===== config.mk =====
export PLATFORM = sky130hd
export DESIGN_NAME = ddr2_init_seq
export DESIGN_NICKNAME = d
export VERILOG_FILES = /design/src/rtl/ddr2_init_pkg.sv /design/src/rtl/ddr2_gap_timer.sv /design/src/rtl/ddr2_dll_age.sv /design/src/rtl/ddr2_init_seq.sv
export SDC_FILE = /design/constraint.sdc
export NUM_CORES = 1
export LEC_CHECK = 0
export BUFFER_PORTS_ARGS = -buffer_cell sky130_fd_sc_hd__buf_2
export CAP_MARGIN = 20
export CORE_MARGIN = 5
export CORE_UTILIZATION = 40
export DETAILED_ROUTE_END_ITERATION = 8
export PLACE_DENSITY = 0.62
export SLEW_MARGIN = 20
export SYNTH_ARGS = -nofsm -noshare
export SYNTH_HDL_FRONTEND = slang
export SYNTH_SLANG_ARGS = --single-unit

===== constraint.sdc =====
create_clock -name clk -period 4.07 [get_ports clk]
set_input_delay 0.407 -clock clk [delete_from_list [all_inputs] [get_ports clk]]
set_output_delay 0.407 -clock clk [all_outputs]
set_load 0.01 [all_outputs]

===== src/rtl/ddr2_init_pkg.sv =====
package ddr2_init_pkg;

    typedef enum logic [3:0] {
        ST_PWRUP,
        ST_CKE_ON,
        ST_PREA_A,
        ST_EMR2,
        ST_EMR3,
        ST_DLL_EN,
        ST_DLL_RST,
        ST_PREA_B,
        ST_REFRESH,
        ST_MR_OP,
        ST_OCD_DFLT,
        ST_OCD_EXIT,
        ST_READY
    } init_state_e;

    // {cs_n, ras_n, cas_n, we_n}
    localparam logic [3:0] CMD_NOP = 4'b0111;
    localparam logic [3:0] CMD_PRE = 4'b0010;
    localparam logic [3:0] CMD_REF = 4'b0001;
    localparam logic [3:0] CMD_MRS = 4'b0000;

    function automatic int unsigned umax(input int unsigned a, input int unsigned b);
        return (a > b) ? a : b;
    endfunction

endpackage


===== src/rtl/ddr2_gap_timer.sv =====
module ddr2_gap_timer #(
    parameter int CNT_W = 8
) (
    input  logic             clk,
    input  logic             rst_n,
    input  logic             load,
    input  logic [CNT_W-1:0] gap,
    output logic             expire
);

    logic [CNT_W-1:0] cnt;

    always_ff @(posedge clk) begin
        if (!rst_n) begin
            cnt <= '0;
        end else if (load) begin
            cnt <= gap - CNT_W'(1);
        end else if (cnt != '0) begin
            cnt <= cnt - CNT_W'(1);
        end
    end

    // Next command may go out in the cycle after this one.
    assign expire = !load && (cnt <= CNT_W'(1));

    // the wait counts down one per idle cycle
    a_r11_count_down: assert property (@(posedge clk) disable iff (!rst_n)
        (!load && cnt > CNT_W'(1)) |=> (cnt == $past(cnt) - CNT_W'(1)));

endmodule


===== src/rtl/ddr2_dll_age.sv =====
module ddr2_dll_age #(
    parameter int LIMIT = 200,
    parameter int AGE_W = $clog2(LIMIT + 1)
) (
    input  logic             clk,
    input  logic             rst_n,
    input  logic             start,
    output logic [AGE_W-1:0] age
);

    always_ff @(posedge clk) begin
        if (!rst_n) begin
            age <= '0;
        end else if (start) begin
            age <= AGE_W'(1);
        end else if (age != '0 && age < AGE_W'(LIMIT)) begin
            age <= age + AGE_W'(1);
        end
    end

    // the elapsed count saturates at the lock time
    a_r8_age_bound: assert property (@(posedge clk) disable iff (!rst_n)
        age <= AGE_W'(LIMIT));

endmodule


===== src/rtl/ddr2_init_seq.sv =====
module ddr2_init_seq
    import ddr2_init_pkg::*;
#(
    parameter int PWRUP_CYC    = 80000,
    parameter int CKE_WAIT_CYC = 160,
    parameter int TRP_CYC      = 5,
    parameter int TMRD_CYC     = 2,
    parameter int TRFC_CYC     = 43,
    parameter int DLL_LOCK_CYC = 200,
    parameter int REFRESH_NUM  = 2,
    parameter int ROW_W        = 14,
    parameter int BANK_W       = 2
) (
    input  logic              clk,
    input  logic              rst_n,
    input  logic [ROW_W-1:0]  mr_val,
    input  logic [ROW_W-1:0]  emr1_val,
    input  logic [ROW_W-1:0]  emr2_val,
    input  logic [ROW_W-1:0]  emr3_val,
    output logic              cke,
    output logic              cs_n,
    output logic              ras_n,
    output logic              cas_n,
    output logic              we_n,
    output logic [BANK_W-1:0] ba,
    output logic [ROW_W-1:0]  addr,
    output logic              init_done
);

    localparam int GAP_MAX = umax(umax(PWRUP_CYC, CKE_WAIT_CYC),
                                  umax(umax(TRP_CYC, TMRD_CYC),
                                       umax(TRFC_CYC, DLL_LOCK_CYC)));
    localparam int CNT_W   = $clog2(GAP_MAX + 1);
    localparam int AGE_W   = $clog2(DLL_LOCK_CYC + 1);
    localparam int REF_W   = $clog2(REFRESH_NUM + 1);

    init_state_e      state, state_nxt;
    logic             issue, issue_nxt;
    logic [REF_W-1:0] ref_left;
    logic [CNT_W-1:0] gap_val;
    logic [CNT_W-1:0] dll_left;
    logic [AGE_W-1:0] dll_age;
    logic             expire;
    logic [3:0]       cmd;

    ddr2_gap_timer #(.CNT_W(CNT_W)) u_timer (
        .clk    (clk),
        .rst_n  (rst_n),
        .load   (issue),
        .gap    (gap_val),
        .expire (expire)
    );

    ddr2_dll_age #(.LIMIT(DLL_LOCK_CYC), .AGE_W(AGE_W)) u_dll (
        .clk   (clk),
        .rst_n (rst_n),
        .start (issue && state == ST_DLL_EN),
        .age   (dll_age)
    );

    // State register
    always_ff @(posedge clk) begin
        if (!rst_n) begin
            state    <= ST_PWRUP;
            issue    <= 1'b1;
            ref_left <= '0;
        end else begin
            state <= state_nxt;
            issue <= issue_nxt;
            if (issue && state == ST_PREA_B)
                ref_left <= REF_W'(REFRESH_NUM);
            else if (issue && state == ST_REFRESH)
                ref_left <= ref_left - REF_W'(1);
        end
    end

    // Next state
    always_comb begin
        state_nxt = state;
        issue_nxt = 1'b0;
        if (state == ST_OCD_EXIT && issue) begin
            state_nxt = ST_READY;
        end else if (state != ST_READY && !issue && expire) begin
            issue_nxt = 1'b1;
            unique case (state)
                ST_PWRUP:    state_nxt = ST_CKE_ON;
                ST_CKE_ON:   state_nxt = ST_PREA_A;
                ST_PREA_A:   state_nxt = ST_EMR2;
                ST_EMR2:     state_nxt = ST_EMR3;
                ST_EMR3:     state_nxt = ST_DLL_EN;
                ST_DLL_EN:   state_nxt = ST_DLL_RST;
                ST_DLL_RST:  state_nxt = ST_PREA_B;
                ST_PREA_B:   state_nxt = ST_REFRESH;
                ST_REFRESH:  state_nxt = (ref_left != '0) ? ST_REFRESH : ST_MR_OP;
                ST_MR_OP:    state_nxt = ST_OCD_DFLT;
                ST_OCD_DFLT: state_nxt = ST_OCD_EXIT;
                ST_OCD_EXIT: state_nxt = ST_READY;
                ST_READY:    state_nxt = ST_READY;
                default:     state_nxt = ST_PWRUP;
            endcase
        end
    end

    // Gap that follows the command of the current state
    always_comb begin
        dll_left = (dll_age < AGE_W'(DLL_LOCK_CYC))
                 ? CNT_W'(AGE_W'(DLL_LOCK_CYC) - dll_age) : '0;
        unique case (state)
            ST_PWRUP:                     gap_val = CNT_W'(PWRUP_CYC);
            ST_CKE_ON:                    gap_val = CNT_W'(CKE_WAIT_CYC);
            ST_PREA_A, ST_PREA_B:         gap_val = CNT_W'(TRP_CYC);
            ST_REFRESH:                   gap_val = CNT_W'(TRFC_CYC);
            ST_MR_OP:                     gap_val = (dll_left > CNT_W'(TMRD_CYC))
                                                  ? dll_left : CNT_W'(TMRD_CYC);
            default:                      gap_val = CNT_W'(TMRD_CYC);
        endcase
    end

    // Outputs
    always_comb begin
        cmd       = CMD_NOP;
        ba        = '0;
        addr      = '0;
        cke       = (state != ST_PWRUP);
        init_done = (state == ST_READY);
        if (issue) begin
            unique case (state)
                ST_PREA_A, ST_PREA_B: begin
                    cmd      = CMD_PRE;
                    addr[10] = 1'b1;
                end
                ST_EMR2: begin
                    cmd  = CMD_MRS;
                    ba   = BANK_W'(2);
                    addr = emr2_val;
                end
                ST_EMR3: begin
                    cmd  = CMD_MRS;
                    ba   = BANK_W'(3);
                    addr = emr3_val;
                end
                ST_DLL_EN, ST_OCD_EXIT: begin
                    cmd       = CMD_MRS;
                    ba        = BANK_W'(1);
                    addr      = emr1_val;
                    addr[0]   = 1'b0;
                    addr[9:7] = 3'b000;
                end
                ST_OCD_DFLT: begin
                    cmd       = CMD_MRS;
                    ba        = BANK_W'(1);
                    addr      = emr1_val;
                    addr[0]   = 1'b0;
                    addr[9:7] = 3'b111;
                end
                ST_DLL_RST: begin
                    cmd     = CMD_MRS;
                    addr    = mr_val;
                    addr[8] = 1'b1;
                end
                ST_MR_OP: begin
                    cmd     = CMD_MRS;
                    addr    = mr_val;
                    addr[8] = 1'b0;
                end
                ST_REFRESH: cmd = CMD_REF;
                default:    cmd = CMD_NOP;
            endcase
        end
        {cs_n, ras_n, cas_n, we_n} = cmd;
    end

    // clock enable never falls once raised
    a_r2_cke_hold: assert property (@(posedge clk) disable iff (!rst_n)
        cke |=> cke);

    // every command is followed by at least one NOP cycle
    a_r11_cmd_spacing: assert property (@(posedge clk) disable iff (!rst_n)
        (cmd != CMD_NOP) |=> (cmd == CMD_NOP));

    // calibration default only after the DLL lock time
    a_r8_ocd_after_dll: assert property (@(posedge clk) disable iff (!rst_n)
        (issue && state == ST_OCD_DFLT) |-> (dll_age >= AGE_W'(DLL_LOCK_CYC)));

    // ready is sticky and quiet
    a_r10_done_sticky: assert property (@(posedge clk) disable iff (!rst_n)
        init_done |=> init_done);

    a_r10_done_quiet: assert property (@(posedge clk) disable iff (!rst_n)
        init_done |-> (cmd == CMD_NOP && cke));

endmodule


# ---- After elaboration in Yosys (flattened, before gate mapping)
# Cells that the tools add are included.
dict set report totals {
  word_cells 80
  out_inout_bits 22
  regBits 32
  inputBits 58
}
dict set report classes {
  n_eq_ne 13
  n_addsub 5
  n_reduce_logical 27
  mux 23
  bitwise_logic 1
  order_cmp 3
}
# operator n
set ops {}
lappend ops {{$pmux 17 s5} 1}
lappend ops {{$mux 17} 4}
lappend ops {{$pmux 10 s6} 1}
lappend ops {{$pmux 4 s12} 1}
lappend ops {{$sub 17x1->17 const B} 2}
lappend ops {{$eq 4x4->1 const B} 5}
lappend ops {{$gt 17x2->1 const B} 1}
lappend ops {{$le 17x1->1 const B} 1}
lappend ops {{$reduce_bool 17->1} 1}
lappend ops {{$eq 4x3->1 const B} 4}
lappend ops {{$mux 14} 1}
lappend ops {{$reduce_or 2->1} 7}
lappend ops {{$pmux 3 s4} 1}
lappend ops {{$reduce_bool 2->1} 5}
lappend ops {{$pmux 3 s3} 1}
lappend ops {{$sub 8x8->9 const A} 1}
lappend ops {{$add 8x1->8 const B} 1}
lappend ops {{$eq 4x2->1 const B} 2}
lappend ops {{$logic_and 1x1->1} 8}
lappend ops {{$lt 8x8->1 const B} 1}
lappend ops {{$mux 4} 2}
lappend ops {{$reduce_bool 8->1} 1}
lappend ops {{$reduce_or 7->1} 1}
lappend ops {{$mux 2} 3}
lappend ops {{other kinds (12)} 16}

# ---- Depth between registers and ports, before layout
# Gate-level depths: netlist (run 1).
dict set report depth {
  depth_word 7
  ltp_mapped 14
}

# ---- By module
# From an unflattened synthesis (run 1), not the netlist that was laid out.
dict set report unflattened {
  hier_cells 395
  area_unflattened_um2 2982.9
}
# mod cells_each n_inst seq_area_each_um2 area_each_um2
set modules_own_cells {}
lappend modules_own_cells {ddr2_init_seq 189 1 140.1 1291.2}
lappend modules_own_cells {ddr2_gap_timer 160 1 340.3 1283.7}
lappend modules_own_cells {ddr2_dll_age 46 1 160.2 407.9}

# ---- Least setup slack after synthesis (run 1)
# OpenSTA, ideal clock, no wires.
dict set report synth_path {
  path_type {register to register}
  startpoint {register u_dll.age[0]}
  endpoint {register u_timer.cnt[7]}
  arrival_ns 2.589
  path_buffers 1
  setup_slack_ns 1.365
  period_less_slack_ns 2.705
  setup_ns 0.116
  required_time_ns 3.954
  stages_incl_launch_ff 10
  path_cell_list {dfxtp_1 > buf_2 > inv_1 > ha_1 > nor3_1 > a211oi_1 > nor2_1 > a221o_1 > or4b_2 > a41o_1}
}
dict set report synth_between {
  elab_chain_cells 7
  word_cells_on_any_way 8
}
# item line
set synth_lines {}
lappend synth_lines {{start, declared} ddr2_dll_age.sv:8} ;# output logic [AGE_W-1:0] age
lappend synth_lines {{start signal, assigned} ddr2_dll_age.sv:17} ;# age <= age + AGE_W'(1);
lappend synth_lines {{$sub 8x8->9 or $lt 8x8->1 (tied branches)} {ddr2_init_seq.sv:107, ddr2_init_seq.sv:106}}
lappend synth_lines {{$mux 17 (*)} ddr2_init_seq.sv:107} ;# ? CNT_W'(AGE_W'(DLL_LOCK_CYC) - dll_age) : '0;
lappend synth_lines {{$gt 17x2->1} ddr2_init_seq.sv:113} ;# ST_MR_OP: gap_val = (dll_left > CNT_W'(TMRD_CYC))
lappend synth_lines {{$mux 17 (*)} ddr2_init_seq.sv:114} ;# ? dll_left : CNT_W'(TMRD_CYC);
lappend synth_lines {{$pmux 17 s5 (*)} ddr2_init_seq.sv:108} ;# unique case (state)
lappend synth_lines {{$sub 17x1->17 (*)} ddr2_gap_timer.sv:17} ;# cnt <= gap - CNT_W'(1);
lappend synth_lines {{$mux 17 (*)} ddr2_gap_timer.sv:16} ;# end else if (load) begin
lappend synth_lines {{end signal, assigned} ddr2_gap_timer.sv:17}
lappend synth_lines {{end signal, assigned} ddr2_gap_timer.sv:19} ;# cnt <= cnt - CNT_W'(1);
lappend synth_lines {{end, declared} ddr2_gap_timer.sv:11} ;# logic [CNT_W-1:0] cnt;
# Every way passes the cells marked *; elsewhere a longest branch is shown, timed or not.
# A chain may end at the register's enable or synchronous reset.

# ---- Worst setup path in the final report (run 1)
dict set report layout_path {
  startpoint {register state[3]}
  endpoint {output addr[10]}
}
dict set report layout_between {
  elab_chain_cells 4
  word_cells_on_any_way 14
}
# item line
set layout_lines {}
lappend layout_lines {{start, declared} ddr2_init_seq.sv:37} ;# init_state_e state, state_nxt;
lappend layout_lines {{start signal, assigned} ddr2_init_seq.sv:68} ;# state <= state_nxt;
lappend layout_lines {{$eq 4x3->1, or another cell as far along} ddr2_init_seq.sv:127} ;# unique case (state)
lappend layout_lines {{$reduce_or 3->1 (no source line), or another cell as far along} --}
lappend layout_lines {{$pmux 1 s5 (*)} ddr2_init_seq.sv:127}
lappend layout_lines {{$mux 14 (*)} ddr2_init_seq.sv:126} ;# if (issue) begin
lappend layout_lines {{end, declared} ddr2_init_seq.sv:26} ;# output logic [ROW_W-1:0] addr,
# Marked as above.

==> results of run 1 <==
worst register-to-register path: cells and delay by family (launching register included):
family	cells	cell delay, ns
adder cells (fa/ha/maj)	2	0.52
XOR/XNOR	1	0.18
AO/OA/AOI/OAI	3	1.03
flip-flops	1	0.40
buffers and inverters	2	0.20
AND/OR/NAND/NOR	3	0.66
routing by layer:
| metal | track usage | routed length, um |
|---|---|---|
| met5 | 0 | 0 |
| met4 | 0.0757 | 197 |
| met3 | 0.0366 | 488 |
| met2 | 0.327 | 3920 |
| met1 | 0.245 | 3720 |
worst paths after layout:
path / cells past startpoint / slack, ns / endpoint
setup reg to reg: 11 / 0.93 / u_timer.cnt[6]$_SDFFE_PN0P_
hold / removal: 2 / 0.41 / issue$_SDFF_PN1_
setup / recovery: 7 / 0.76 / addr[10]
hold reg to reg: 2 / 0.46 / ref_left[1]$_SDFFE_PN0P_
registers in the layout (all words and copies together) (netlist names):
register	flops
state	4
ref_left	2
u_dll.age	8
issue	1
u_timer.cnt	17
through the flow:
step	std cells	instance area (um^2)	util
2_1_floorplan	381	2750	-
3_3_place_gp	509	3120	0.462
3_5_place_dp	509	3120	0.462
4_1_cts	517	3230	0.478
5_1_grt	517	3230	0.478
6_report	517	3230	0.478
placed cells by master, fill, tap and decap left out, types with 3 or more instances in the layout:
master / count
sky130_fd_sc_hd__nor4_1: 6
sky130_fd_sc_hd__nor2b_1: 6
sky130_fd_sc_hd__nand4_1: 4
sky130_fd_sc_hd__or2_2: 5
sky130_fd_sc_hd__a21oi_1: 33
sky130_fd_sc_hd__or4_1: 4
sky130_fd_sc_hd__nand3_1: 9
sky130_fd_sc_hd__o31a_1: 3
sky130_fd_sc_hd__a31oi_1: 6
sky130_fd_sc_hd__clkbuf_8: 5
sky130_fd_sc_hd__nand2_1: 36
sky130_fd_sc_hd__a222oi_1: 13
sky130_fd_sc_hd__xor2_1: 14
sky130_fd_sc_hd__buf_2: 73
sky130_fd_sc_hd__xnor2_1: 14
sky130_fd_sc_hd__o21ai_0: 19
sky130_fd_sc_hd__ha_1: 6
sky130_fd_sc_hd__inv_1: 10
sky130_fd_sc_hd__and3_1: 4
sky130_fd_sc_hd__a211oi_1: 11
sky130_fd_sc_hd__o31ai_1: 4
sky130_fd_sc_hd__nor3_1: 17
sky130_fd_sc_hd__or3_1: 3
sky130_fd_sc_hd__nand2b_1: 8
sky130_fd_sc_hd__nor2_1: 41
sky130_fd_sc_hd__buf_4: 4
sky130_fd_sc_hd__dfxtp_1: 32
cell families after synthesis:
kind of cell,count (synthesis)
buffers and inverters,40
adders and majority gates,6
DFF,32
AOI/OAI and AO/OA,117
muxes,3
other,1
and+or+nand+nor,154
xor gates and xnor gates,28
final cells by class:
cell class	count	area share
Multi-Input combinational cell	309	0.601
Clock buffer	5	0.0213
Timing Repair Buffer	77	0.122
Inverter	11	0.0128
Sequential cell	32	0.198
Clock inverter	3	0.0132
Tap cell	80	0.0310
report_power, final:
group | leakage, nW | switching, mW | internal, mW
Sequential | 0.263 | 0.0239 | 0.330
Clock | 0.0541 | 0.131 | 0.181
Combinational | 0.970 | 0.0778 | 0.0647
==> out/metrics.sh, run 1 <==
OUTCOME='finished, final reports clean'
COUNT_OF_INSERTED_ANTENNA_DIODE_CELLS=0
CP_DATA_REQUIRED_TIME_NS=3.66
YOSYS.AREA_SHARE.ADDER=0.0273
FINALWORSTSETUPSLACK_NS=0.757
CRITICAL-PATH-SLOWEST-CELL='sky130_fd_sc_hd__dfxtp_1'
FINAL_MAX_SLEW_VIOL_COUNT=0
POST_SYNTH_AND_OR_NAND_NOR_AREA_FRACTION=0.283
DOMINANT_COMBINATIONAL_CELL_FAMILY_BY_AREA_AFTER_SYNTHESIS='compound AO/OA/AOI/OAI gates'
CLOCK-SINKS=32
DRT_WL_TOTAL_MM=8.33
WORST_SLACK_PLACED_NS=1.02
FIN_CRIT_NS=3.31
P_LEAK_nW=1.29
SYNTH_ASYNC_SR_FLOP_SHARE=0
CAP_VIOLATIONS=0
SYNTH_AREA_LEADERS='sky130_fd_sc_hd__dfxtp_1 (23%), sky130_fd_sc_hd__a21oi_1 (6.0%), sky130_fd_sc_hd__nor2_1 (5.6%)'
NETLIST_AREA_MM2=0.00275
AREA_OF_COMBINATIONAL_CELLS_WITH_MULTIPLE_INPUTS_MM2=0.00194
DP.FINAL_HPWL_MM=6.33
AVGVIACOUNTPERCELL=5.93
YOSYS_WARNINGS=0
CTSHOLDBUFFERS=0
TIMING.SETUP.CRITICAL_PATH_CLASS='register to output port'
COUNT_OF_NETS_LEFT_WITH_ANTENNA_VIOLATIONS_AFTER_DETAIL_ROUTING=0
DIE_AREA_MM2=0.00863
CP.ARRIVAL_NS=2.91
CTSLONGESTPATHBUFFERS=2
MOST_USED_DFF_POST_SYNTH='sky130_fd_sc_hd__dfxtp_1'
SYNTHMOSTINSTANTIATEDCELL='sky130_fd_sc_hd__nor2_1'
SYNTH_SEQ_AREA_SHARE=0.233
MIN_FROM='rst_n'
PATH_CLK_SLEW_NS=0.07
SYNTH_CELL_TYPE_COUNT=63
CTS_RESIZED=0
POST_SYNTH_INST_COUNT=381
CPPEAKSTAGEDELAY_NS=0.73
XOR_AND_XNOR_FRACTION_OF_THE_MAPPED_NETLIST_AREA=0.0893
GRT_FIRST_PASS_WIRELENGTH_MM=13.9
LAYOUT_SKEW_NS=0.00762
PORT_BUFFERS=73
HP-CLASS='input port to register'
WORST_HOLD_SLACK_NS=0.405
GRT_ANTENNA_BEFORE_REPAIR=0
FP.COREAREA_MM2=0.00676
INITIAL_CORE_UTILIZATION=0.407
AVGSYNTHCELLAREA_UM2=7.21
WORST_SLEW_PIN_SLEW_NS=0.914
MAXSLEWHEADROOM=0.390
CELLPOWERDENSITY_mW_PER_MM2=250
ROWS=30
GROUTE.USAGE.OVERALL=0.195
UNREPAIRED_SETUP_ENDPOINTS_AFTER_GLOBAL_ROUTING='no'
MAX_CLOCK_FREQ_GHz=0.302
SYNTH_COMPOUND_GATE_AREA_SHARE=0.294
TIMING_HOLD_VIOLATIONS_FINAL=0
CRIT_FANOUT=21
FINAL_NETS=500
SYNTH_LARGEST_TYPE_AREA_FRACTION=0.233
WORSTSKEWPAIRLATENCY_NS=0.29
CTSROOTBUFFERMASTER='sky130_fd_sc_hd__clkbuf_8'
SYNTH_EDF_COUNT=0
CRIT_PATH_START_KIND='register'
TIMING.CRITICAL_PATH.FROM='state[3]$_SDFFE_PN0P_'
H-TREE-DEPTH=2
DETAILEDROUTE.FIRSTITERATIONVIOLATIONS=140
CRITPATHTOPFAMILY='compound AO/OA/AOI/OAI gates'
POST_CTS.REPAIR.SETUP_BUFFERS=0
GLOBAL_ROUTE.OVERFLOW_TOTAL=0
FLOORPLAN.DIE.WIDTH_UM=92.9
NUMBER_OF_GLOBAL_ROUTE_VIAS_BEFORE_REPAIR=2947
DETAIL_ROUTE.WL_PER_CELL_UM=16.1
WORST_PATH_MOST_REPEATED_CELL='sky130_fd_sc_hd__a21oi_1'
VIAS=3064
DRIVE_GT1_FRAC=0.227
CRIT_PATH_CELL_TRACE='nor2_1, a32o_1, a222oi_1, a21oi_1, o21ai_0, a21oi_1, buf_2'
AREAGROWTHSYNTHTOFINISH_PCT=17.6
CTS_TREE='yes'
DRC_ERRORS=0
SYNTHMUXAREASHARE=0.0118
MAX-VDD-IR-DROP_mV=0.140
DETAIL_ROUTE.FIRST_PASS.ITERATIONS=7
SYNTH_TOP_CELLS_BY_COUNT='sky130_fd_sc_hd__nor2_1 (41), sky130_fd_sc_hd__nand2_1 (36), sky130_fd_sc_hd__a21oi_1 (33), sky130_fd_sc_hd__dfxtp_1 (32), sky130_fd_sc_hd__clkbuf_1 (22)'
MAPPEDNETLISTNETS=445
SETUP_VIOLATIONS=0
YS_FF_LATCH=32
PERIOD_SHARE=0.814
POWER.TOTAL_mW=0.809
GP_CONGESTION=0.865
DESIGN.PORTCOUNT=80
FILLERINSTANCES=685
POST_SYNTHESIS_CELL_TYPE_WITH_THE_LARGEST_COMBINED_AREA='sky130_fd_sc_hd__dfxtp_1'
AREA.SEQUENTIAL_UM2=641
KIND_OF_END_POINT_OF_THE_CRITICAL_PATH='output port'
DIE-HEIGHT_UM=92.9
TRITONCTS.NUM_BUFFERS=5
CP_NUM_BUF_INV=1
REGTOREGSTARTPOINT='u_dll.age[0]$_SDFFE_PN0P_'
GRT_MAX_DEGREE=29
FIN_SETUP_TNS_NS=0
Note: power is estimated with default switching activity, not from simulation.
==> run 2, diff against run 1 <==
--- a/config.mk
+++ b/config.mk
@@ -10,7 +10,7 @@
 export CORE_MARGIN = 5
 export CORE_UTILIZATION = 40
 export DETAILED_ROUTE_END_ITERATION = 8
-export PLACE_DENSITY = 0.62
+export PLACE_DENSITY = 0.65
 export SLEW_MARGIN = 20
 export SYNTH_ARGS = -nofsm -noshare
 export SYNTH_HDL_FRONTEND = slang
==> constraint.sdc (replaced) <==
create_clock -name clk -period 2.7 [get_ports clk]
set_input_delay 0.27 -clock clk [delete_from_list [all_inputs] [get_ports clk]]
set_output_delay 0.27 -clock clk [all_outputs]
set_load 0.01 [all_outputs]
==> run 2 against run 1 <==
Against the previous run:
- total power up 56%
- global-route usage up 0.64 points
- die area unchanged
- flip-flop and latch count is the same
- routed wire length grew 2.5%
- worst setup slack worse by 0.67 ns
- sequential share of layout area shrank 1.7 points
- design area is 10% higher
- first-iteration DRC count up 10%
- non-clock buffer count rose by 34
- critical endpoint is now u_timer.cnt[7]$_SDFFE_PN0P_
- largest power group unchanged
==> out/metrics.sh, run 2 (synthesis gave the netlist of run 1 again) <==
NETSWITCHINGPOWER_mW=0.361
GROUTE.USAGE.OVERALL=0.201
REGISTER_CONTAINING_THE_MOST_FLIP_FLOPS_IN_THE_FINAL_LAYOUT='u_timer.cnt'
TIMING.HOLD.WORST_ENDPOINT='issue$_SDFF_PN1_'
CTSROOTBUFFERMASTER='sky130_fd_sc_hd__clkbuf_8'
REG2REG_TO='u_timer.cnt[7]$_SDFFE_PN0P_'
TIMING_HOLD_VIOLATIONS_FINAL=0
VIAS=3203
OUTCOME='finished, final reports clean'
CRITICAL-PATH-SLOWEST-CELL='sky130_fd_sc_hd__or4b_2'
GRT_ANTENNA_BEFORE_REPAIR=0
DRIVE_GT1_FRAC=0.318
COUNT_OF_INSERTED_ANTENNA_DIODE_CELLS=0
GLOBAL_ROUTE.OVERFLOW_TOTAL=0
FINAL_NETS=534
DR_WL_MET2_MM=4.09
ROUTE.MET3.WL_UM=576
TIMING.REG2REG.SETUP_SLACK_NS=0.09
WORST_SLEW_PIN_SLEW_NS=0.501
CLOCK-SINKS=32
DIE_AREA_MM2=0.00863
ROWS=30
TOP_LAYER='met4'
GRT_FIRST_PASS_WIRELENGTH_MM=14.5
CAP_VIOLATIONS=0
INITIAL_CORE_UTILIZATION=0.407
SETUP_VIOLATIONS=0
PORT_BUFFERS=73
FLIP_FLOP_COUNT_OF_THE_LARGEST_REGISTER_AFTER_LAYOUT=17
UNREPAIRED_SETUP_ENDPOINTS_AFTER_GLOBAL_ROUTING='yes'
WORSTSKEWPAIRLATENCY_NS=0.29
SWITCHING_SHARE=0.286
CP_DATA_REQUIRED_TIME_NS=2.89
DRC_ERRORS=0
CRIT_PATH_CELL_TRACE='buf_4, o31a_1, o2111ai_1, nand3_1, nor3_1, or4b_2, a41o_1'
TIMING.SETUP.CRITICAL_PATH_CLASS='register to register'
MAXSLEWHEADROOM=0.663
REG_TOP3='u_timer.cnt: 17 flops, u_dll.age: 8 flops, state: 4 flops'
DETAIL_ROUTE.FIRST_PASS.ITERATIONS=6
GP_CONGESTION=0.868
REGTOREGSTARTPOINT='u_dll.age[0]$_SDFFE_PN0P_'
PWR-SHARE-SEQ=0.413
CTSLONGESTPATHBUFFERS=2
FP.COREAREA_MM2=0.00676
GRT_MAX_DEGREE=19
INTERNAL-POWER_mW=0.901
MOSTFREQUENTLAYOUTCELLS='sky130_fd_sc_hd__buf_2 (73), sky130_fd_sc_hd__nor2_1 (41), sky130_fd_sc_hd__buf_4 (38)'
FILLERINSTANCES=656
CRIT_PATH_START_KIND='register'
CRIT_FANOUT=7
P_LEAK_nW=1.48
DIE-HEIGHT_UM=92.9
CP.ARRIVAL_NS=2.80
DESIGN.PORTCOUNT=80
CELLPOWERDENSITY_mW_PER_MM2=354
FINALCOREUTILIZATION=0.527
DETAILEDROUTE.FIRSTITERATIONVIOLATIONS=154
COUNT_OF_NETS_LEFT_WITH_ANTENNA_VIOLATIONS_AFTER_DETAIL_ROUTING=0
NUMBER_OF_GLOBAL_ROUTE_VIAS_BEFORE_REPAIR=3236
MOSTFREQUENTLAYOUTCELL='sky130_fd_sc_hd__buf_2'
TRITONCTS.NUM_BUFFERS=5
DRT_WL_TOTAL_MM=8.53
KIND_OF_END_POINT_OF_THE_CRITICAL_PATH='register'
PERIOD_SHARE=0.966
AREAGROWTHSYNTHTOFINISH_PCT=29.6
PATH_CLK_SLEW_NS=0.07
DETAIL_ROUTE.WL_PER_CELL_UM=15.5
MIN_FROM='rst_n'
HP-CLASS='input port to register'
FLOORPLAN.DIE.WIDTH_UM=92.9
AVGVIACOUNTPERCELL=5.81
CPPEAKSTAGEDELAY_NS=0.63
FINAL_MAX_SLEW_VIOL_COUNT=0
MAX-VDD-IR-DROP_mV=0.193
RR_WORST_DEPTH=7
POWER.CLOCK.FRACTION=0.373
LAYOUT_SKEW_NS=0.00425
DP.FINAL_HPWL_MM=6.68
CTS_TREE='yes'
POST_ROUTE_MET1_WIRELENGTH_MM=3.71
FIN_CRIT_NS=2.61
MAX_CLOCK_FREQ_GHz=0.383
COMBINATIONAL_CELL_FRACTION_OF_TOTAL_POWER=0.214
WHS_PATH_DEPTH=2
H-TREE-DEPTH=2
WORST_HOLD_SLACK_NS=0.271
[run 2: worst max path at each step]
stage / from / endpoint / slack [ns] / cells past startpoint
6_report: u_dll.age[0]$_SDFFE_PN0P_ / u_timer.cnt[7]$_SDFFE_PN0P_ / 0.09 / 7
5_1_grt: u_dll.age[0]$_SDFFE_PN0P_ / u_timer.cnt[6]$_SDFFE_PN0P_ / -0.05 / 13
4_1_cts: u_dll.age[0]$_SDFFE_PN0P_ / u_timer.cnt[6]$_SDFFE_PN0P_ / 0.006 / 13
3_5_place_dp: u_dll.age[0]$_SDFFE_PN0P_ / u_timer.cnt[6]$_SDFFE_PN0P_ / 0.03 / 13
3_3_place_gp: u_dll.age[0]$_SDFFE_PN0P_ / u_timer.cnt[6]$_SDFFE_PN0P_ / 0.05 / 13
2_1_floorplan: u_dll.age[0]$_SDFFE_PN0P_ / u_timer.cnt[6]$_SDFFE_PN0P_ / 0.04 / 14
[run 2: worst max-delay path, delay by kind of cell (launching register included)]
family / cells / cell delay (ns)
compound gates: 3 / 0.81
buf+inv: 1 / 0.16
flops: 1 / 0.32
simple gates: 3 / 1.22
[run 2: metrics by stage]
| stage | TNS (ns) | setup WS [ns] | instance area (um^2) | std cells | total power, mW |
|---|---|---|---|---|---|
| 3_3_place_gp | 0 | 0.0482 | 3370 | 541 | 0.779 |
| 5_1_grt | -0.0891 | -0.0548 | 3560 | 551 | 1.32 |
| 2_1_floorplan | 0 | 0.0435 | 2750 | 381 | 0.683 |
| 4_1_cts | 0 | 0.00595 | 3480 | 550 | 1.26 |
| 6_report | 0 | 0.0911 | 3560 | 551 | 1.26 |
| 3_5_place_dp | 0 | 0.0306 | 3370 | 541 | 0.784 |
[run 2: layout make-up]
class                           instances  area [um^2]  area share
Tap cell                               80          100      0.0281
Sequential cell                        32          647       0.182
Timing Repair Buffer                  111          651       0.183
Inverter                               11         41.3      0.0116
Multi-Input combinational cell        309         2010       0.565
Clock buffer                            5         68.8      0.0193
Clock inverter                          3         42.5      0.0119
[run 2: power groups by stage]
stage	sequential [mW]	clock [mW]	combinational (mW)
final	0.521	0.471	0.270
after global routing	0.526	0.498	0.300
after CTS	0.521	0.482	0.255
after detailed placement	0.532	0	0.252
after global placement	0.531	0	0.248
after floorplan	0.525	0	0.158
[run 2: metal layers]
layer / global-route usage / vias up
met5: 0 / -
met4: 0.0733 / 0
met3: 0.0366 / 14
met2: 0.344 / 130
met1: 0.251 / 1460
li1: - / 1599
[run 2: timing repair]
item,in CTS,in global routing
setup buffers,1,1
endpoints found under the setup margin,1,24
gates resized for setup,0,19
pin swaps,1,10
cloned,0,0
hold buffers,0,0
==> run 3, diff against run 2 <==
--- a/config.mk
+++ b/config.mk
@@ -5,7 +5,7 @@
 export SDC_FILE = /design/constraint.sdc
 export NUM_CORES = 1
 export LEC_CHECK = 0
-export BUFFER_PORTS_ARGS = -buffer_cell sky130_fd_sc_hd__buf_2
+export BUFFER_PORTS_ARGS = -buffer_cell sky130_fd_sc_hd__clkbuf_2
 export CAP_MARGIN = 20
 export CORE_MARGIN = 5
 export CORE_UTILIZATION = 40
==> run 3 against run 2 <==
Against the previous run:
- worst hold slack better by 0.042 ns
- first-iteration DRC count is 5.8% higher
- clock power is 18% lower
- via count is 1.1% higher
- die area stayed put
- sequential power is 1% higher
- count of clock-buffer cells in the layout stayed put
- largest cell class unchanged
==> out/metrics.sh, run 3 (synthesis gave the netlist of run 1 again) <==
CELLPOWERDENSITY_mW_PER_MM2=333
DIE_AREA_MM2=0.00863
GRT_FIRST_PASS_WIRELENGTH_MM=14.2
HP-CLASS='input port to register'
DP.FINAL_HPWL_MM=6.78
FP.COREAREA_MM2=0.00676
CRIT_FANOUT=5
REG_TOP3='u_timer.cnt: 17 flops, u_dll.age: 8 flops, state: 4 flops'
FINAL_DESIGN_INSTANCE_AREA_WITHOUT_FILL_MM2=0.00357
GLOBAL_ROUTE.OVERFLOW_TOTAL=0
CTSROOTBUFFERMASTER='sky130_fd_sc_hd__clkbuf_8'
CRITICAL-PATH-SLOWEST-CELL='sky130_fd_sc_hd__or4_4'
UNREPAIRED_SETUP_ENDPOINTS_AFTER_GLOBAL_ROUTING='yes'
GROUTE.USAGE.OVERALL=0.197
CLOCK-SINKS=32
CPPEAKSTAGEDELAY_NS=0.56
DRIVE_GT1_FRAC=0.334
WORST_HOLD_SLACK_NS=0.313
TIMING_HOLD_VIOLATIONS_FINAL=0
CAP_VIOLATIONS=0
CTSHOLDBUFFERS=0
H-TREE-DEPTH=2
CTSLONGESTPATHBUFFERS=2
CP.ARRIVAL_NS=2.77
COUNT_OF_INSERTED_ANTENNA_DIODE_CELLS=0
COUNT_OF_NETS_LEFT_WITH_ANTENNA_VIOLATIONS_AFTER_DETAIL_ROUTING=0
REGISTER_CONTAINING_THE_MOST_FLIP_FLOPS_IN_THE_FINAL_LAYOUT='u_timer.cnt'
NUMBER_OF_GLOBAL_ROUTE_VIAS_BEFORE_REPAIR=3174
WORST_PATH_MOST_REPEATED_CELL='sky130_fd_sc_hd__or4_4'
TIMING.SETUP.CRITICAL_PATH_CLASS='register to register'
AREAGROWTHSYNTHTOFINISH_PCT=30.1
WORST_SLEW_PIN_SLEW_NS=0.628
CTS_TREE='yes'
DRT_WL_TOTAL_MM=8.60
GRT_MAX_DEGREE=20
MOSTFREQUENTLAYOUTCELL='sky130_fd_sc_hd__clkbuf_2'
POST_DP_CELL_AREA_MM2=0.00338
OUTCOME='finished, final reports clean'
PORT_BUFFERS=73
WORSTSKEWPAIRLATENCY_NS=0.29
PATH_CLK_SLEW_NS=0.08
MAXSLEWHEADROOM=0.581
KIND_OF_END_POINT_OF_THE_CRITICAL_PATH='register'
FINALWORSTSETUPSLACK_NS=0.0957
CRIT_PATH_CELL_TRACE='or4_4, or4_4, or4_4, or4_1, nor2_1, a2111oi_1'
INITIAL_CORE_UTILIZATION=0.407
DIE-HEIGHT_UM=92.9
CP_DATA_REQUIRED_TIME_NS=2.87
PERIOD_SHARE=0.965
ROWS=30
DESIGN.PORTCOUNT=80
FINAL_NETS=536
LAYOUT.CELLS.NON_FILLER=553
WORST_SLACK_PLACED_NS=-0.0780
DP_CELLS=543
GRT_ANTENNA_BEFORE_REPAIR=0
VIAS=3239
DETAIL_ROUTE.FIRST_PASS.ITERATIONS=6
P_LEAK_nW=1.48
MAX-VDD-IR-DROP_mV=0.174
FLOORPLAN.DIE.WIDTH_UM=92.9
AVGVIACOUNTPERCELL=5.86
FINAL_MAX_SLEW_VIOL_COUNT=0
FLIP_FLOP_COUNT_OF_THE_LARGEST_REGISTER_AFTER_LAYOUT=17
GP_CONGESTION=0.879
CP_NUM_BUF_INV=0
MOSTFREQUENTLAYOUTCELLS='sky130_fd_sc_hd__clkbuf_2 (73), sky130_fd_sc_hd__nor2_1 (40), sky130_fd_sc_hd__buf_4 (39)'
DETAIL_ROUTE.WL_PER_CELL_UM=15.5
CRITPATHTOPFAMILY='simple AND/OR/NAND/NOR gates'
CRIT_PATH_START_KIND='register'
SETUP_VIOLATIONS=0
LAYOUT_SKEW_NS=0.00832
MAX_CLOCK_FREQ_GHz=0.384
TRITONCTS.NUM_BUFFERS=5
FIN_CRIT_NS=2.60
DRC_ERRORS=0
DETAILEDROUTE.FIRSTITERATIONVIOLATIONS=163
-- run 3: metrics by stage --
step,util,TNS (ns),total power [mW]
6_report,0.529,0,1.19
5_1_grt,0.529,-0.190,1.26
4_1_cts,0.517,-0.0328,1.17
3_5_place_dp,0.500,-0.0780,0.784
3_3_place_gp,0.500,0,0.780
2_1_floorplan,-,0,0.683
-- run 3: worst paths after layout --
path,from,endpoint,slack (ns),depth (start not counted)
hold / removal,rst_n,issue$_SDFF_PN1_,0.31,2
setup / recovery,u_timer.cnt[11]$_SDFFE_PN0P_,state[2]$_SDFFE_PN0P_,0.1,6
setup reg to reg,u_timer.cnt[11]$_SDFFE_PN0P_,state[2]$_SDFFE_PN0P_,0.1,6
hold reg to reg,u_timer.cnt[16]$_SDFFE_PN0P_,u_timer.cnt[16]$_SDFFE_PN0P_,0.49,2
-- run 3: repair_timing --
item	CTS	global route
endpoints found under the setup margin	2	25
cloned	0	0
resized for setup	3	25
hold endpoints to repair	0	0
pin swaps	1	12
setup buffers	1	1
-- run 3: routing by layer --
metal,global-route usage,routed length [um]
met1,0.238,3690
met5,0,0
met3,0.0479,630
met4,0.0696,163
met2,0.340,4110
-- run 3: final cells by class --
type	instances	area, um^2
Inverter	11	41.3
Tap cell	80	100
Timing Repair Buffer	113	669
Multi-Input combinational cell	309	2020
Fill cell	660	3180
Sequential cell	32	647
Clock buffer	5	68.8
Clock inverter	3	23.8
-- run 3: power by group --
| part | switching [mW] | total, mW | internal (mW) |
|---|---|---|---|
| sequential | 0.0280 | 0.526 | 0.498 |
| combinational | 0.141 | 0.279 | 0.138 |
| clock | 0.203 | 0.386 | 0.183 |
| total | 0.372 | 1.19 | 0.819 |
